--- config.mk ---
export PLATFORM = sky130hd
export DESIGN_NAME = pixel_plane_sel
export DESIGN_NICKNAME = d
export VERILOG_FILES = /design/src/rtl/dpc_pkg.sv /design/src/rtl/dpc_raster_pos.sv /design/src/rtl/dpc_plane_decode.sv /design/src/rtl/dpc_pipe_reg.sv /design/src/rtl/pixel_plane_sel.sv
export SDC_FILE = /design/constraint.sdc
export NUM_CORES = 1
export LEC_CHECK = 0
export ABC_AREA = 0
export BUFFER_PORTS_ARGS = -buffer_cell sky130_fd_sc_hd__buf_2
export CAP_MARGIN = 5
export CORE_ASPECT_RATIO = 1.75
export CORE_MARGIN = 2
export CORE_UTILIZATION = 48
export CTS_BUF_LIST = sky130_fd_sc_hd__clkbuf_8
export DETAILED_ROUTE_END_ITERATION = 12
export PLACE_DENSITY_LB_ADDON = 0.3
export SETUP_SLACK_MARGIN = 0.2
export SYNTH_ARGS = -nofsm -noshare
export SYNTH_HDL_FRONTEND = slang
export SYNTH_SLANG_ARGS = --single-unit
export TNS_END_PERCENT = 10
--- constraint.sdc ---
create_clock -name clk -period 4.62 [get_ports clk]
set_input_delay 0.693 -clock clk [delete_from_list [all_inputs] [get_ports clk]]
set_output_delay 0.693 -clock clk [all_outputs]
set_load 0.005 [all_outputs]
--- src/rtl/dpc_pkg.sv ---
package dpc_pkg;

    localparam logic [7:0] DIRECT_TAG = 8'h03;

    typedef struct packed {
        logic [7:0] red;
        logic [7:0] green;
        logic [7:0] blue;
    } rgb_t;

    function automatic logic tag_is_direct(input logic [31:0] ctrl_word);
        return ctrl_word[31:24] == DIRECT_TAG;
    endfunction

    function automatic rgb_t unpack_direct(input logic [31:0] word);
        rgb_t c;
        c.blue  = word[23:16];
        c.green = word[15:8];
        c.red   = word[7:0];
        return c;
    endfunction

    function automatic logic [31:0] pack_pixel(input rgb_t c, input logic bgr);
        return bgr ? {8'h00, c.blue, c.green, c.red}
                   : {8'h00, c.red, c.green, c.blue};
    endfunction

endpackage

--- src/rtl/dpc_raster_pos.sv ---
module dpc_raster_pos #(
    parameter int MAX_W = 1024,
    parameter int MAX_H = 768,
    localparam int XW  = $clog2(MAX_W),
    localparam int YW  = $clog2(MAX_H),
    localparam int WCW = $clog2(MAX_W + 1),
    localparam int HCW = $clog2(MAX_H + 1)
) (
    input  logic           clk,
    input  logic           rst,
    input  logic           step,
    input  logic [WCW-1:0] cfg_width,
    input  logic [HCW-1:0] cfg_height,
    output logic [XW-1:0]  col,
    output logic [YW-1:0]  row,
    output logic           last_col,
    output logic           last_row
);

    assign last_col = (WCW'(col) == cfg_width  - WCW'(1));
    assign last_row = (HCW'(row) == cfg_height - HCW'(1));

    always_ff @(posedge clk) begin
        if (rst) begin
            col <= '0;
            row <= '0;
        end else if (step) begin
            if (last_col) begin
                col <= '0;
                row <= last_row ? '0 : row + YW'(1);
            end else begin
                col <= col + XW'(1);
            end
        end
    end

endmodule

--- src/rtl/dpc_plane_decode.sv ---
module dpc_plane_decode
    import dpc_pkg::*;
(
    input  logic [31:0] ctrl_word,
    input  logic [31:0] direct_word,
    output logic        use_direct,
    output rgb_t        direct_rgb
);

    always_comb begin
        use_direct = tag_is_direct(ctrl_word);
        direct_rgb = unpack_direct(direct_word);
    end

endmodule

--- src/rtl/dpc_pipe_reg.sv ---
module dpc_pipe_reg #(
    parameter int DW = 8
) (
    input  logic          clk,
    input  logic          rst,
    input  logic          up_valid,
    output logic          up_ready,
    input  logic [DW-1:0] up_data,
    output logic          dn_valid,
    input  logic          dn_ready,
    output logic [DW-1:0] dn_data
);

    assign up_ready = !dn_valid || dn_ready;

    always_ff @(posedge clk) begin
        if (rst) begin
            dn_valid <= 1'b0;
            dn_data  <= '0;
        end else if (up_ready) begin
            dn_valid <= up_valid;
            if (up_valid) begin
                dn_data <= up_data;
            end
        end
    end

endmodule

--- src/rtl/pixel_plane_sel.sv ---
module pixel_plane_sel
    import dpc_pkg::*;
#(
    parameter int MAX_W       = 1024,
    parameter int MAX_H       = 768,
    parameter int LINE_STRIDE = 1024,
    localparam int XW  = $clog2(MAX_W),
    localparam int YW  = $clog2(MAX_H),
    localparam int WCW = $clog2(MAX_W + 1),
    localparam int HCW = $clog2(MAX_H + 1),
    localparam int SW  = $clog2(LINE_STRIDE),
    localparam int AW  = YW + SW
) (
    input  logic           clk,
    input  logic           rst,
    input  logic           cfg_bgr,
    input  logic [WCW-1:0] cfg_width,
    input  logic [HCW-1:0] cfg_height,
    input  logic           in_valid,
    output logic           in_ready,
    input  logic [7:0]     in_index,
    input  logic [31:0]    in_direct,
    input  logic [31:0]    in_ctrl,
    output logic           pal_rd_en,
    output logic [7:0]     pal_rd_addr,
    input  logic [23:0]    pal_rd_rgb,
    output logic           out_valid,
    input  logic           out_ready,
    output logic [31:0]    out_pixel,
    output logic           out_eol,
    output logic           out_eof,
    output logic [AW-1:0]  out_addr
);

    typedef struct packed {
        logic          use_direct;
        rgb_t          direct_rgb;
        logic          eol;
        logic          eof;
        logic [AW-1:0] addr;
    } stage_t;

    localparam int STW = $bits(stage_t);

    logic          accept;
    logic [XW-1:0] col;
    logic [YW-1:0] row;
    logic          last_col;
    logic          last_row;
    logic          dec_direct;
    rgb_t          dec_rgb;
    logic [AW-1:0] elem_addr;
    stage_t        st_in;
    stage_t        st_out;
    logic [STW-1:0] st_out_bits;
    rgb_t          chosen;

    assign accept      = in_valid && in_ready;
    assign pal_rd_en   = accept;
    assign pal_rd_addr = in_index;

    dpc_raster_pos #(
        .MAX_W (MAX_W),
        .MAX_H (MAX_H)
    ) pos_i (
        .clk        (clk),
        .rst        (rst),
        .step       (accept),
        .cfg_width  (cfg_width),
        .cfg_height (cfg_height),
        .col        (col),
        .row        (row),
        .last_col   (last_col),
        .last_row   (last_row)
    );

    dpc_plane_decode dec_i (
        .ctrl_word   (in_ctrl),
        .direct_word (in_direct),
        .use_direct  (dec_direct),
        .direct_rgb  (dec_rgb)
    );

    generate
        if ((LINE_STRIDE & (LINE_STRIDE - 1)) == 0) begin : g_pow2_pitch
            assign elem_addr = {row, SW'(col)};
        end else begin : g_mul_pitch
            assign elem_addr = AW'(row) * AW'(LINE_STRIDE) + AW'(col);
        end
    endgenerate

    always_comb begin
        st_in.use_direct = dec_direct;
        st_in.direct_rgb = dec_rgb;
        st_in.eol        = last_col;
        st_in.eof        = last_col && last_row;
        st_in.addr       = elem_addr;
    end

    dpc_pipe_reg #(
        .DW (STW)
    ) stage_i (
        .clk      (clk),
        .rst      (rst),
        .up_valid (in_valid),
        .up_ready (in_ready),
        .up_data  (st_in),
        .dn_valid (out_valid),
        .dn_ready (out_ready),
        .dn_data  (st_out_bits)
    );

    assign st_out = stage_t'(st_out_bits);

    always_comb begin
        chosen    = st_out.use_direct ? st_out.direct_rgb : rgb_t'(pal_rd_rgb);
        out_pixel = pack_pixel(chosen, cfg_bgr);
        out_eol   = st_out.eol;
        out_eof   = st_out.eof;
        out_addr  = st_out.addr;
    end

endmodule

**Word-level counts from Yosys, hierarchy flattened**

Cells that the tools add are included.

- Register bits after elaboration: 68
- Input port bits: 122
- Output and inout bits: 65

- Add/subtract/negate cells: 4
- Eq/ne operators: 3
- Multiplexer cells: 4
- Reduce and logical (&&, ||, !) cells: 6

Operator list:

| cell | count |
|---|---|
| $mux W24 | 2 |
| $add A10 B1 Y10 const B | 2 |
| $mux W10 | 2 |
| $eq A10 B11 Y1 | 1 |
| $sub A11 B1 Y11 const B | 1 |
| $eq A10 B10 Y1 | 1 |
| $sub A10 B1 Y10 const B | 1 |
| $eq A8 B2 Y1 const B | 1 |
| $reduce_and A2 Y1 | 2 |
| $logic_and A1 B1 Y1 | 2 |
| $logic_not A1 Y1 | 1 |
| $logic_or A1 B1 Y1 | 1 |

**Depth between registers and ports, before layout**

- Depth after elaboration: 4
- Depth in mapped cells: 11
- Gate-level depth less buffers: 9

**Hierarchy**

A second synthesis with hierarchy kept.

- Cell total of the unflattened synthesis: 509
- Area total of the unflattened synthesis: 5077.4 um2

By module, submodules not included:

| module | times used | cells an instance | area each (um2) |
|---|---|---|---|
| dpc_pipe_reg | 1 | 219 | 2549.9 |
| dpc_raster_pos | 1 | 215 | 1676.6 |
| pixel_plane_sel | 1 | 48 | 646.9 |
| dpc_plane_decode | 1 | 27 | 203.9 |

**Least setup slack after synthesis**

OpenSTA, ideal clock, no wires.

- Path kind: in2reg
- Start point: input port cfg_width[0]
- End point: register pos_i.row[7]
- Library setup time: 0.068 ns
- Arrival time: 3.360 ns
- Required time: 4.552 ns
- Path slack: 1.192 ns
- Cell stages on the path: 10
- Path buffers: 1
- Cell sequence: inv_1 -> ha_1 -> or3b_2 -> or4_1 -> a211o_1 -> and3_4 -> or3_1 -> buf_6 -> or4_4 -> a21oi_2

- Cells in the longest elaborated chain, start to end: 3

Ends and longest elaborated chain:

| item | RTL line | RTL |
|---|---|---|
| from (decl) | pixel_plane_sel.sv:17 | `input logic [WCW-1:0] cfg_width,` |
| $sub A11 B1 Y11 | dpc_raster_pos.sv:20 | `assign last_col = (WCW'(col) == cfg_width - WCW'(1));` |
| $eq A10 B11 Y1 | dpc_raster_pos.sv:20 |  |
| $reduce_and A2 Y1 (no line) | n/a |  |
| to (signal assigned) | dpc_raster_pos.sv:30 | `row <= last_row ? '0 : row + YW'(1);` |
| to (decl) | dpc_raster_pos.sv:15 | `output logic [YW-1:0] row,` |

No other way between the ends.
A chain may end at the register's enable or synchronous reset.

**Final worst setup path**

Same ends and word-level chain as after synthesis.

==> out/results.ini <==
[min_path]
holdPathStages=2
min_path_type=flip-flop to flip-flop
hold_path_startpoint=stage_i.dn_data[19]
min_to=stage_i.dn_data[19]

[final_layout]
antennaDiodeCount=0
drive_gt1_share_pct=30.7
nFillCells=733
final_cell_count_no_fill=654
area_delta_synth_final_pct=15.1
nets=685

[floorplanning]
core_area_sq_um=7910
rows=43
initial_core_util_pct=49.4
die_y_um=123
ios=187
fp.dieArea_sq_um=8900
die_w_um=72.2

[global_route]
grtUsageMet1_pct=20.8
busiest_layer=met2
grt_overflow=0
grt_max_degree=55
track_usage_pct=19.9
grtUsageMet2_pct=37.3
antenna_found_initial=0
grt_util_met3_pct=4.48
grt_pass1_vias=3255
grt_pass1_wl_mm=14.0

[power]
ir_worst_vdd_mv=0.136
sw_frac_of_total_pct=25.4
p_leak_nw=1.87
internal_power_w=0.000885
pwr-share-comb_pct=14.5
power.switching_w=0.000301
seqPwrFrac_pct=51.6
p_clk_share_pct=33.9
powerDensity_nw_per_um2=264
power_w=0.00119

[clocking]
insertion_delay_ns=0.34
clockRootBuffer=clkbuf_8
htreeDepth=3
clockBufferDepth=2
cts_tree=built
cts_num_sinks=68
clkTransAtPathRegs_ns=0.07
cts-buffers-inserted=9
cts-resized-gates=0
postCtsHoldBufs=0
cts_setup_buffers=0

[route]
drt_pass1_iterations=5
ant_nets=0
drt_iter0_drc=218
vias=3549
wl_per_cell_um=13.5
drc=0
drt_wl_total_mm=8.85
routed_via_density=5.43

[yosys]
postSynthAreaPerCell_sq_um=8.29
yosysTopAreaCell=dfxtp_1
async_reset_ff_share_pct=0
ys_top_cells_by_area=dfxtp_1 35%, nand2_1 9.9%, mux4_2 9.2%
ys_seq_elements=68
yosys.area.top_type_share_pct=34.8
ys.flop_type=dfxtp_1
synthDistinctLibCells=51
syn_area_sq_um=3910
yosysSeqAreaShare_pct=34.8
ys_warn_count=0
syn_inst=471
synth_edf_count=0

[critical_path]
cp_max_fo=19
critical_path_depth=10
timing.rr.end=pos_i.row[7]
crit_chain=buf_2 -> inv_1 -> ha_1 -> or3b_2 -> or4_1 -> a211o_1 -> and3_4 -> or3_1 -> or4_4 -> a21oi_2
rr_worst_depth=7
cp_top_family=simple AND/OR/NAND/NOR gates
r2r-start=pos_i.col[7]
cpPeakStageDelay_ns=0.60
critPathCaptureType=flip-flop
path_buf_inv=2
path_class=primary input to flip-flop
cp_data_required_time_ns=4.89
rrSetupSlack_ns=1.81
start_kind=primary input
slowest_stage=or4_4
cp_data_arrival_time_ns=3.80

[place]
post-dp-hpwl_mm=6.71
io_buffers=130
place.gp.congestion=0.832
pre_cts_ws_ns=0.732
placed_cells=638

[sta]
hold_viol_final=0
timing.fmax_mhz=283
slew_headroom_pct=34.0
tightest_slew_ns=0.989
setup_viol_count_final=0
maxSlewViolCount=0
rsz0062_at_grt=false
post-route-period-util_pct=76.4
fin_skew_ns=0.00793
final.setup.tns_ns=0
min_period_ns=3.53
fin_ws_ns=1.09

[job]
maxCapViolations=0

[status]
outcome=finished, final reports clean

-- logic make-up (layout without fill, tap and decap cells) --
| family | Yosys count | count (layout) | synth area share, % |
|---|---|---|---|
| mux | 25 | 25 | 11.8 |
| buf+inv | 73 | 159 | 10.7 |
| flops | 68 | 68 | 34.8 |
| compound gates | 84 | 84 | 12.0 |
| other cells | 1 | 8 | 0.0960 |
| fa+ha+maj | 4 | 4 | 1.28 |
| simple gates | 182 | 182 | 21.6 |
| xor+xnor | 34 | 34 | 7.62 |
-- registers in the layout (all words and copies together), names as in the netlist --
signal and count:
pos_i.row 10, pos_i.col 10, stage_i.dn_valid 1, stage_i.dn_data 47
-- per-layer routing --
layer  share of wire, %  vias to the layer above
li1                   -                     1761
met1                 39                     1660
met2                 53                      111
met3                6.3                       17
met4                1.9                        0
met5                  0                        -
-- placed cells by master (no fill, tap or decap), drive strengths merged, types with 11 or more instances in the layout --
master and count:
mux4 16, xnor2 18, dfxtp 68, a21oi 58
buf 132, inv 14, xor2 16, nand2 103
nand3 11, o21ai 11, nor2 18
-- through the flow --
step | hold slack [ns] | util, % | cell area, sq um
after detailed placement | 0.444 | 54.8 | 4330
after CTS | 0.452 | 56.9 | 4500
after floorplan | 0.433 | - | 3930
after global routing | 0.469 | 56.9 | 4500
final | 0.453 | 56.9 | 4500
after global placement | 0.439 | 54.8 | 4330
-- power groups by stage --
stage / clock [W] / sequential (W) / combinational (W)
floorplan: 0 / 0.000622 / 0.000112
global placement: 0 / 0.000624 / 0.000169
detailed placement: 0 / 0.000625 / 0.000173
CTS: 0.000411 / 0.000612 / 0.000173
global route: 0.000434 / 0.000613 / 0.000192
finish: 0.000402 / 0.000612 / 0.000172
-- tightest hold or removal path: cells and delay by family (launching register included) --
| kind | cells | cell delay (ns) |
|---|---|---|
| flip-flops | 1 | 0.31 |
| AND/OR/NAND/NOR | 1 | 0.05 |
| AO/OA/AOI/OAI | 1 | 0.05 |
-- worst max path at each step --
stage	end	from	slack [ns]
2_1_floorplan	pos_i.row[7]	cfg_width[0]	1.19
6_report	pos_i.row[7]	cfg_width[0]	1.09
3_5_place_dp	pos_i.row[7]	cfg_width[0]	0.73
3_3_place_gp	pos_i.row[7]	cfg_width[0]	0.80
5_1_grt	pos_i.row[4]	cfg_width[0]	0.90
4_1_cts	pos_i.row[7]	cfg_width[0]	1.09
-- final cells by class --
class | count | area, sq um | area share, %
Multi-Input combinational cell | 337 | 2150 | 47.9
Sequential cell | 68 | 1360 | 30.3
Timing Repair Buffer | 132 | 666 | 14.8
Clock buffer | 10 | 138 | 3.06
Tap cell | 90 | 113 | 2.50
Inverter | 11 | 41.3 | 0.918
Clock inverter | 6 | 25.0 | 0.556
-- cells in the mapped netlist (3+ instances only) --
cell and instances:
nand2_1 103, dfxtp_1 68, a21oi_1 57, buf_4 36, clkbuf_1 19, nor2_1 18
xnor2_1 18, mux4_2 16, xor2_1 16, nand3_1 11, inv_1 10, o21ai_0 10
nor3_1 9, or3_1 9, mux2_2 8, nand4_1 7, buf_1 5, and3_1 4
ha_1 4, nor4_1 3, or4_1 3
Power figures use the tool's default switching activity.
